$ cat src/rtl/irq_sense_pkg.sv
package irq_sense_pkg;
  localparam int unsigned BUS_W    = 32;
  localparam int unsigned TYPE_W   = 3;
  localparam int unsigned EN_WORD  = 32'h10 >> 2;
  localparam int unsigned CFG_WORD = 32'h110 >> 2;

  typedef enum logic [TYPE_W-1:0] {
    TRIG_LVL_LO = 3'b000,
    TRIG_FALL   = 3'b010,
    TRIG_LVL_HI = 3'b100,
    TRIG_RISE   = 3'b110,
    TRIG_BOTH   = 3'b111
  } trig_e;
endpackage

$ cat src/rtl/irq_sense_sync.sv
module irq_sense_sync #(
  parameter int unsigned W = 8
) (
  input  logic         clk_i,
  input  logic         rst_ni,
  input  logic [W-1:0] d_i,
  output logic [W-1:0] q_o
);
  logic [W-1:0] meta_q, sync_q;

  always_ff @(posedge clk_i or negedge rst_ni) begin
    if (!rst_ni) begin
      meta_q <= '0;
      sync_q <= '0;
    end else begin
      meta_q <= d_i;
      sync_q <= meta_q;
    end
  end

  assign q_o = sync_q;
endmodule

$ cat src/rtl/irq_sense_regs.sv
module irq_sense_regs
  import irq_sense_pkg::*;
#(
  parameter int unsigned NUM_PINS = 126,
  parameter int unsigned ADDR_W   = 8
) (
  input  logic                             clk_i,
  input  logic                             rst_ni,
  input  logic                             req_i,
  input  logic                             we_i,
  input  logic [ADDR_W-1:0]                addr_i,
  input  logic [BUS_W-1:0]                 wdata_i,
  output logic [BUS_W-1:0]                 rdata_o,
  output logic [NUM_PINS-1:0]              en_o,
  output logic [NUM_PINS-1:0][TYPE_W-1:0]  cfg_o
);
  localparam int unsigned NUM_BANKS = (NUM_PINS + BUS_W - 1) / BUS_W;
  localparam int unsigned TAIL_BITS = NUM_PINS - BUS_W * (NUM_BANKS - 1);
  localparam logic [BUS_W-1:0] TAIL_MASK =
    (TAIL_BITS == BUS_W) ? '1 : ((BUS_W'(1) << TAIL_BITS) - BUS_W'(1));

  logic                            wr;
  logic [NUM_PINS-1:0]             en_q;
  logic [NUM_PINS-1:0][TYPE_W-1:0] cfg_q;
  logic [BUS_W-1:0]                rd_mux, rdata_q;
  logic                            cfg_hit;

  assign wr      = req_i & we_i;
  assign cfg_hit = (addr_i >= ADDR_W'(CFG_WORD)) && (addr_i < ADDR_W'(CFG_WORD + NUM_PINS));

  for (genvar i = 0; i < NUM_PINS; i++) begin : g_pin
    localparam int unsigned BANK = EN_WORD + i / BUS_W;
    localparam int unsigned BIT  = i % BUS_W;

    always_ff @(posedge clk_i or negedge rst_ni) begin
      if (!rst_ni) en_q[i] <= 1'b0;
      else if (wr && addr_i == ADDR_W'(BANK)) en_q[i] <= wdata_i[BIT];
    end

    always_ff @(posedge clk_i or negedge rst_ni) begin
      if (!rst_ni) cfg_q[i] <= '0;
      else if (wr && addr_i == ADDR_W'(CFG_WORD + i)) cfg_q[i] <= wdata_i[TYPE_W-1:0];
    end
  end

  always_comb begin
    rd_mux = '0;
    for (int i = 0; i < NUM_PINS; i++) begin
      if (addr_i == ADDR_W'(EN_WORD + i / BUS_W)) rd_mux[i % BUS_W] = en_q[i];
      if (addr_i == ADDR_W'(CFG_WORD + i))        rd_mux[TYPE_W-1:0] = cfg_q[i];
    end
  end

  always_ff @(posedge clk_i or negedge rst_ni) begin
    if (!rst_ni) rdata_q <= '0;
    else if (req_i && !we_i) rdata_q <= rd_mux;
  end

  assign rdata_o = rdata_q;
  assign en_o    = en_q;
  assign cfg_o   = cfg_q;

  // type word reads are 3 bits wide
  a_r3_cfg_read_narrow: assert property (@(posedge clk_i) disable iff (!rst_ni)
    (req_i && !we_i && cfg_hit) |=> (rdata_o[BUS_W-1:TYPE_W] == '0));

  // absent pins in the last enable word read as zero
  a_r12_tail_zero: assert property (@(posedge clk_i) disable iff (!rst_ni)
    (req_i && !we_i && addr_i == ADDR_W'(EN_WORD + NUM_BANKS - 1))
      |=> ((rdata_o & ~TAIL_MASK) == '0));
endmodule

$ cat src/rtl/irq_sense_cell.sv
module irq_sense_cell
  import irq_sense_pkg::*;
(
  input  logic              clk_i,
  input  logic              rst_ni,
  input  logic              cur_i,
  input  logic              en_i,
  input  logic [TYPE_W-1:0] cfg_i,
  output logic              irq_o
);
  logic prev_q, irq_q, sense;

  always_comb begin
    unique case (cfg_i)
      TRIG_LVL_LO: sense = ~cur_i;
      TRIG_LVL_HI: sense = cur_i;
      TRIG_RISE:   sense = cur_i & ~prev_q;
      TRIG_FALL:   sense = ~cur_i & prev_q;
      TRIG_BOTH:   sense = cur_i ^ prev_q;
      default:     sense = 1'b0;
    endcase
  end

  // prev tracks the input regardless of type, so a type write cannot fake an edge
  always_ff @(posedge clk_i or negedge rst_ni) begin
    if (!rst_ni) begin
      prev_q <= 1'b0;
      irq_q  <= 1'b0;
    end else begin
      prev_q <= cur_i;
      irq_q  <= en_i & sense;
    end
  end

  assign irq_o = irq_q;

  // a disabled pin stays quiet
  a_r9_mask_hold: assert property (@(posedge clk_i) disable iff (!rst_ni)
    !en_i |=> !irq_o);

  // rising-edge pulses last one cycle
  a_r6_rise_single: assert property (@(posedge clk_i) disable iff (!rst_ni)
    (irq_o && cfg_i == TRIG_RISE && $stable(cfg_i)) |=> (!irq_o || cfg_i != $past(cfg_i)));

  // undefined codes stay quiet
  a_r10_undef_quiet: assert property (@(posedge clk_i) disable iff (!rst_ni)
    (cfg_i == 3'b001 || cfg_i == 3'b011 || cfg_i == 3'b101) |=> !irq_o);
endmodule

$ cat src/rtl/irq_sense_norm.sv
module irq_sense_norm
  import irq_sense_pkg::*;
#(
  parameter int unsigned NUM_PINS = 126,
  parameter int unsigned ADDR_W   = 8
) (
  input  logic                clk_i,
  input  logic                rst_ni,
  input  logic [NUM_PINS-1:0] pin_i,
  input  logic                req_i,
  input  logic                we_i,
  input  logic [ADDR_W-1:0]   addr_i,
  input  logic [BUS_W-1:0]    wdata_i,
  output logic [BUS_W-1:0]    rdata_o,
  output logic [NUM_PINS-1:0] irq_o
);
  logic [NUM_PINS-1:0]             pin_sync;
  logic [NUM_PINS-1:0]             en;
  logic [NUM_PINS-1:0][TYPE_W-1:0] cfg;

  irq_sense_sync #(.W(NUM_PINS)) u_sync (
    .clk_i  (clk_i),
    .rst_ni (rst_ni),
    .d_i    (pin_i),
    .q_o    (pin_sync)
  );

  irq_sense_regs #(.NUM_PINS(NUM_PINS), .ADDR_W(ADDR_W)) u_regs (
    .clk_i   (clk_i),
    .rst_ni  (rst_ni),
    .req_i   (req_i),
    .we_i    (we_i),
    .addr_i  (addr_i),
    .wdata_i (wdata_i),
    .rdata_o (rdata_o),
    .en_o    (en),
    .cfg_o   (cfg)
  );

  for (genvar i = 0; i < NUM_PINS; i++) begin : g_cell
    irq_sense_cell u_cell (
      .clk_i  (clk_i),
      .rst_ni (rst_ni),
      .cur_i  (pin_sync[i]),
      .en_i   (en[i]),
      .cfg_i  (cfg[i]),
      .irq_o  (irq_o[i])
    );
  end
endmodule

$ cat config.mk
export PLATFORM = sky130hd
export DESIGN_NAME = irq_sense_norm
export DESIGN_NICKNAME = d
export VERILOG_FILES = /design/src/rtl/irq_sense_pkg.sv /design/src/rtl/irq_sense_sync.sv /design/src/rtl/irq_sense_regs.sv /design/src/rtl/irq_sense_cell.sv /design/src/rtl/irq_sense_norm.sv
export SDC_FILE = /design/constraint.sdc
export NUM_CORES = 2
export LEC_CHECK = 0
export ABC_AREA = 1
export ABC_CLOCK_PERIOD_IN_PS = 10810
export BUFFER_PORTS_ARGS = -buffer_cell sky130_fd_sc_hd__buf_2
export CAP_MARGIN = 20
export CORE_UTILIZATION = 40
export DETAILED_ROUTE_END_ITERATION = 10
export SLEW_MARGIN = 40
export SYNTH_ARGS = -nofsm -noshare
export SYNTH_HDL_FRONTEND = slang
export SYNTH_SLANG_ARGS = --single-unit
$ cat constraint.sdc
create_clock -name clk_i -period 10.81 [get_ports clk_i]
set_clock_uncertainty 0.05 [all_clocks]
set_input_delay 1.081 -clock clk_i [delete_from_list [all_inputs] [get_ports clk_i]]
set_output_delay 1.081 -clock clk_i [all_outputs]
set_load 0.1 [all_outputs]
==> metrics <==
status=finished, final reports clean; Pre-antenna DRT Iters=6; fraction of registers with async set/reset=100%; initial DRC count=3,315; Top Usage Layer GRT=met2; wire length per cell=20.3 µm; final setup fails=0; final core utilization=46.3%; DRC=0; CP Max Fanout=20; first-pass GRT wire length=222,000 µm; crit path kind=in2reg; final WL=147,000 µm; post-detail-place hpwl=107,000 µm; setup bufs post-CTS=0; GRT Resource Usage Total=24.4%; Relative slew margins=42.1%; Worst path depth=74; kind of cell adding the most delay to the critical path=simple AND/OR/NAND/NOR gates; Synth cell types=30; Synth Area in Simple Gates=15.6%; met1 Track Usage GR=34.0%; setup TNS=0 ns; syn nets=5,812; post-route insts no fill=7,269; CP max-delay cell=inv_1; Synth Area in Compound Gates=13.5%; Starting Density=40.4%; critical path required time=11.40 ns; Routed Antenna Nets=0; CTS tree=done; Nets=6,053; PostCTS Resize Cnt=0; largest stage delay on the critical path=0.35 ns; fin crit period=8.14 ns; Core Rows=126; Critical Path AT=8.73 ns; core footprint=0.118 mm²; Syn Std Cell Area=0.0478 mm²; Slew @ Worst Pin=0.861 ns; Final Hold Viols=0; TritonCTS buffer count=114; Worst VDD drop=0.151 mV; drt via density=5.16; worst reg-to-reg path cell count=74; Adder-Cell Fraction of Synth Area=6.59%; met2 GRT Util=37.8%; Chip Width=348 µm; WP buf/inv=4; Power Total=9.09 mW; antenna violations before repair=15; Worst Setup End Kind=flip-flop; via count=37,527; clock insertion delay at the later pin of the skew report=0.75 ns; Synth Area per Inst=8.87 µm²; Clock Tree Root=clkbuf_16; Worst-path clk slew=0.06 ns; fin. max-slew vios=0; crit path launch type=input port; Congestion Overflow GR=0; DP Cell Count=7,049; fmax=0.123 GHz; Max H-tree Level=3; routability cong.=0.932; die area=0.121 mm²; DP Area=0.0504 mm²; Sink Count=1,040; Layout area overhead=14.5%; Seq cells post-synth=1,040; MaxCap Viol Count=0; post-route design area=0.0547 mm²; # hold bufs at CTS=0; RSZ-0062 raised after global routing=false; clk buf depth=3; sequential element share of the synthesized area=54.4%; P_leak=25.8 nW; number of global-route vias before repair=35,555; post-synthesis xor/xnor area fraction=1.25%; Mapped Cells=5,390; fin crit share=75.3%; mux contribution to synthesized area=0%; Ports=328; largest family of logic cells by synthesized area=simple AND/OR/NAND/NOR gates; M3 GR Usage=4.28%; power per cell area=166 mW/mm²; port bufs=327; worst hold path type=in2async; DIE HEIGHT=348 µm; pin count of the biggest net entering global routing=95; proportion of layout cells with a drive suffix above 1=10.5%; CP dominant cell by count=nand2_1; Synth Warn #=0; dominant synthesized flop cell=dfrtp_1; Post-synth EDFFs=0
-- registers in the layout (all words and copies together), names as in the netlist --
register              flops
u_regs.rdata_o           32
u_regs.en_o             126
u_regs.cfg_o            378
g_cell.u_cell.irq_o     126
g_cell.u_cell.prev_q    126
u_sync.q_o              126
u_sync.meta_q           126
-- layout by cell type, fill, tap and decap left out, types with 7 or more instances in the layout --
master      instances
clkinv_2           21
bufinv_16          27
a221oi_1           27
or2_2               7
ha_1              252
a21o_1             20
o21ai_0           785
o22ai_1           101
nor2_2              9
dfrtp_1          1040
nand2_1          1150
buf_4              25
buf_6               9
clkbuf_1           13
buf_2             327
a21boi_0           45
nand4_1            66
clkbuf_8           15
clkbuf_16         114
nand3_1           167
inv_1             716
inv_2               8
nor2_1            432
a21oi_1           178
nor3_1             16
o21a_1             35
xor2_1             68
clkinvlp_4         13
-- layout make-up --
class,count,area [µm²]
Antenna cell,5,12.5
Clock buffer,142,3110
Clock inverter,71,1140
Fill cell,11206,63500
Inverter,734,2770
Multi-Input combinational cell,3373,17700
Sequential cell,1040,26000
Tap cell,1536,1920
Timing Repair Buffer,368,2090
-- cells in the mapped netlist (all sizes together) (20+ instances only) --
library cell / n / area, µm²
ha: 252 / 3150
a221oi: 27 / 236
a21o: 20 / 150
nand3: 168 / 846
a21boi: 45 / 338
clkbuf: 101 / 379
inv: 728 / 2730
o21ai: 785 / 3930
o21a: 35 / 263
o22ai: 101 / 632
xor2: 68 / 596
nand4: 66 / 413
a21oi: 178 / 891
nor2: 443 / 1690
dfrtp: 1040 / 26000
buf: 142 / 1020
nand2: 1155 / 4340
-- path summary, 6_finish.rpt --
check | endpoint | start | slack, ns
setup reg to reg | u_regs.rdata_o[2]$_DFFE_PN0P_ | u_regs.cfg_o[2]$_DFFE_PN0P_ | 3.33
hold / removal | g_cell[36].u_cell.irq_o$_DFF_PN0_ | rst_ni | 0.16
setup / recovery | u_regs.rdata_o[1]$_DFFE_PN0P_ | addr_i[7] | 2.67
min in group clk_i | u_sync.q_o[58]$_DFF_PN0_ | u_sync.meta_q[58]$_DFF_PN0_ | 0.29
max in group asynchronous | u_regs.cfg_o[30]$_DFFE_PN0P_ | rst_ni | 8.42
hold reg to reg | u_sync.q_o[58]$_DFF_PN0_ | u_sync.meta_q[58]$_DFF_PN0_ | 0.29
-- through the flow --
stage          hold slack (ns)  setup slack [ns]
3_5_place_dp             0.285              1.99
6_report                 0.160              2.67
2_1_floorplan            0.281              4.66
5_1_grt                  0.144              1.75
4_1_cts                  0.293              2.76
3_3_place_gp             0.282              2.24
-- power breakdown --
part / total [mW] / leakage, nW / switching (mW) / internal (mW)
Clock: 4.41 / 2.05 / 1.71 / 2.69
Sequential: 4.16 / 13.6 / 0.131 / 4.02
Combinational: 0.531 / 10.2 / 0.383 / 0.148
-- layer usage --
layer / vias up / share of wire [%] / wire [µm]
met5: - / 0.018 / 27
met4: 4 / 4.0 / 5900
met3: 264 / 6.9 / 10200
met2: 1252 / 45 / 66600
met1: 18241 / 44 / 64600
li1: 17766 / - / -
-- cells by family (layout without fill, tap and decap cells) --
group,after synthesis,in the layout
simple gates,1862,1862
compound gates,1191,1191
flops,1040,1040
buf+inv,977,1315
fa+ha+maj,252,252
xor+xnor,68,68
other cells,0,5
Note: power is estimated with default switching activity, not from simulation.
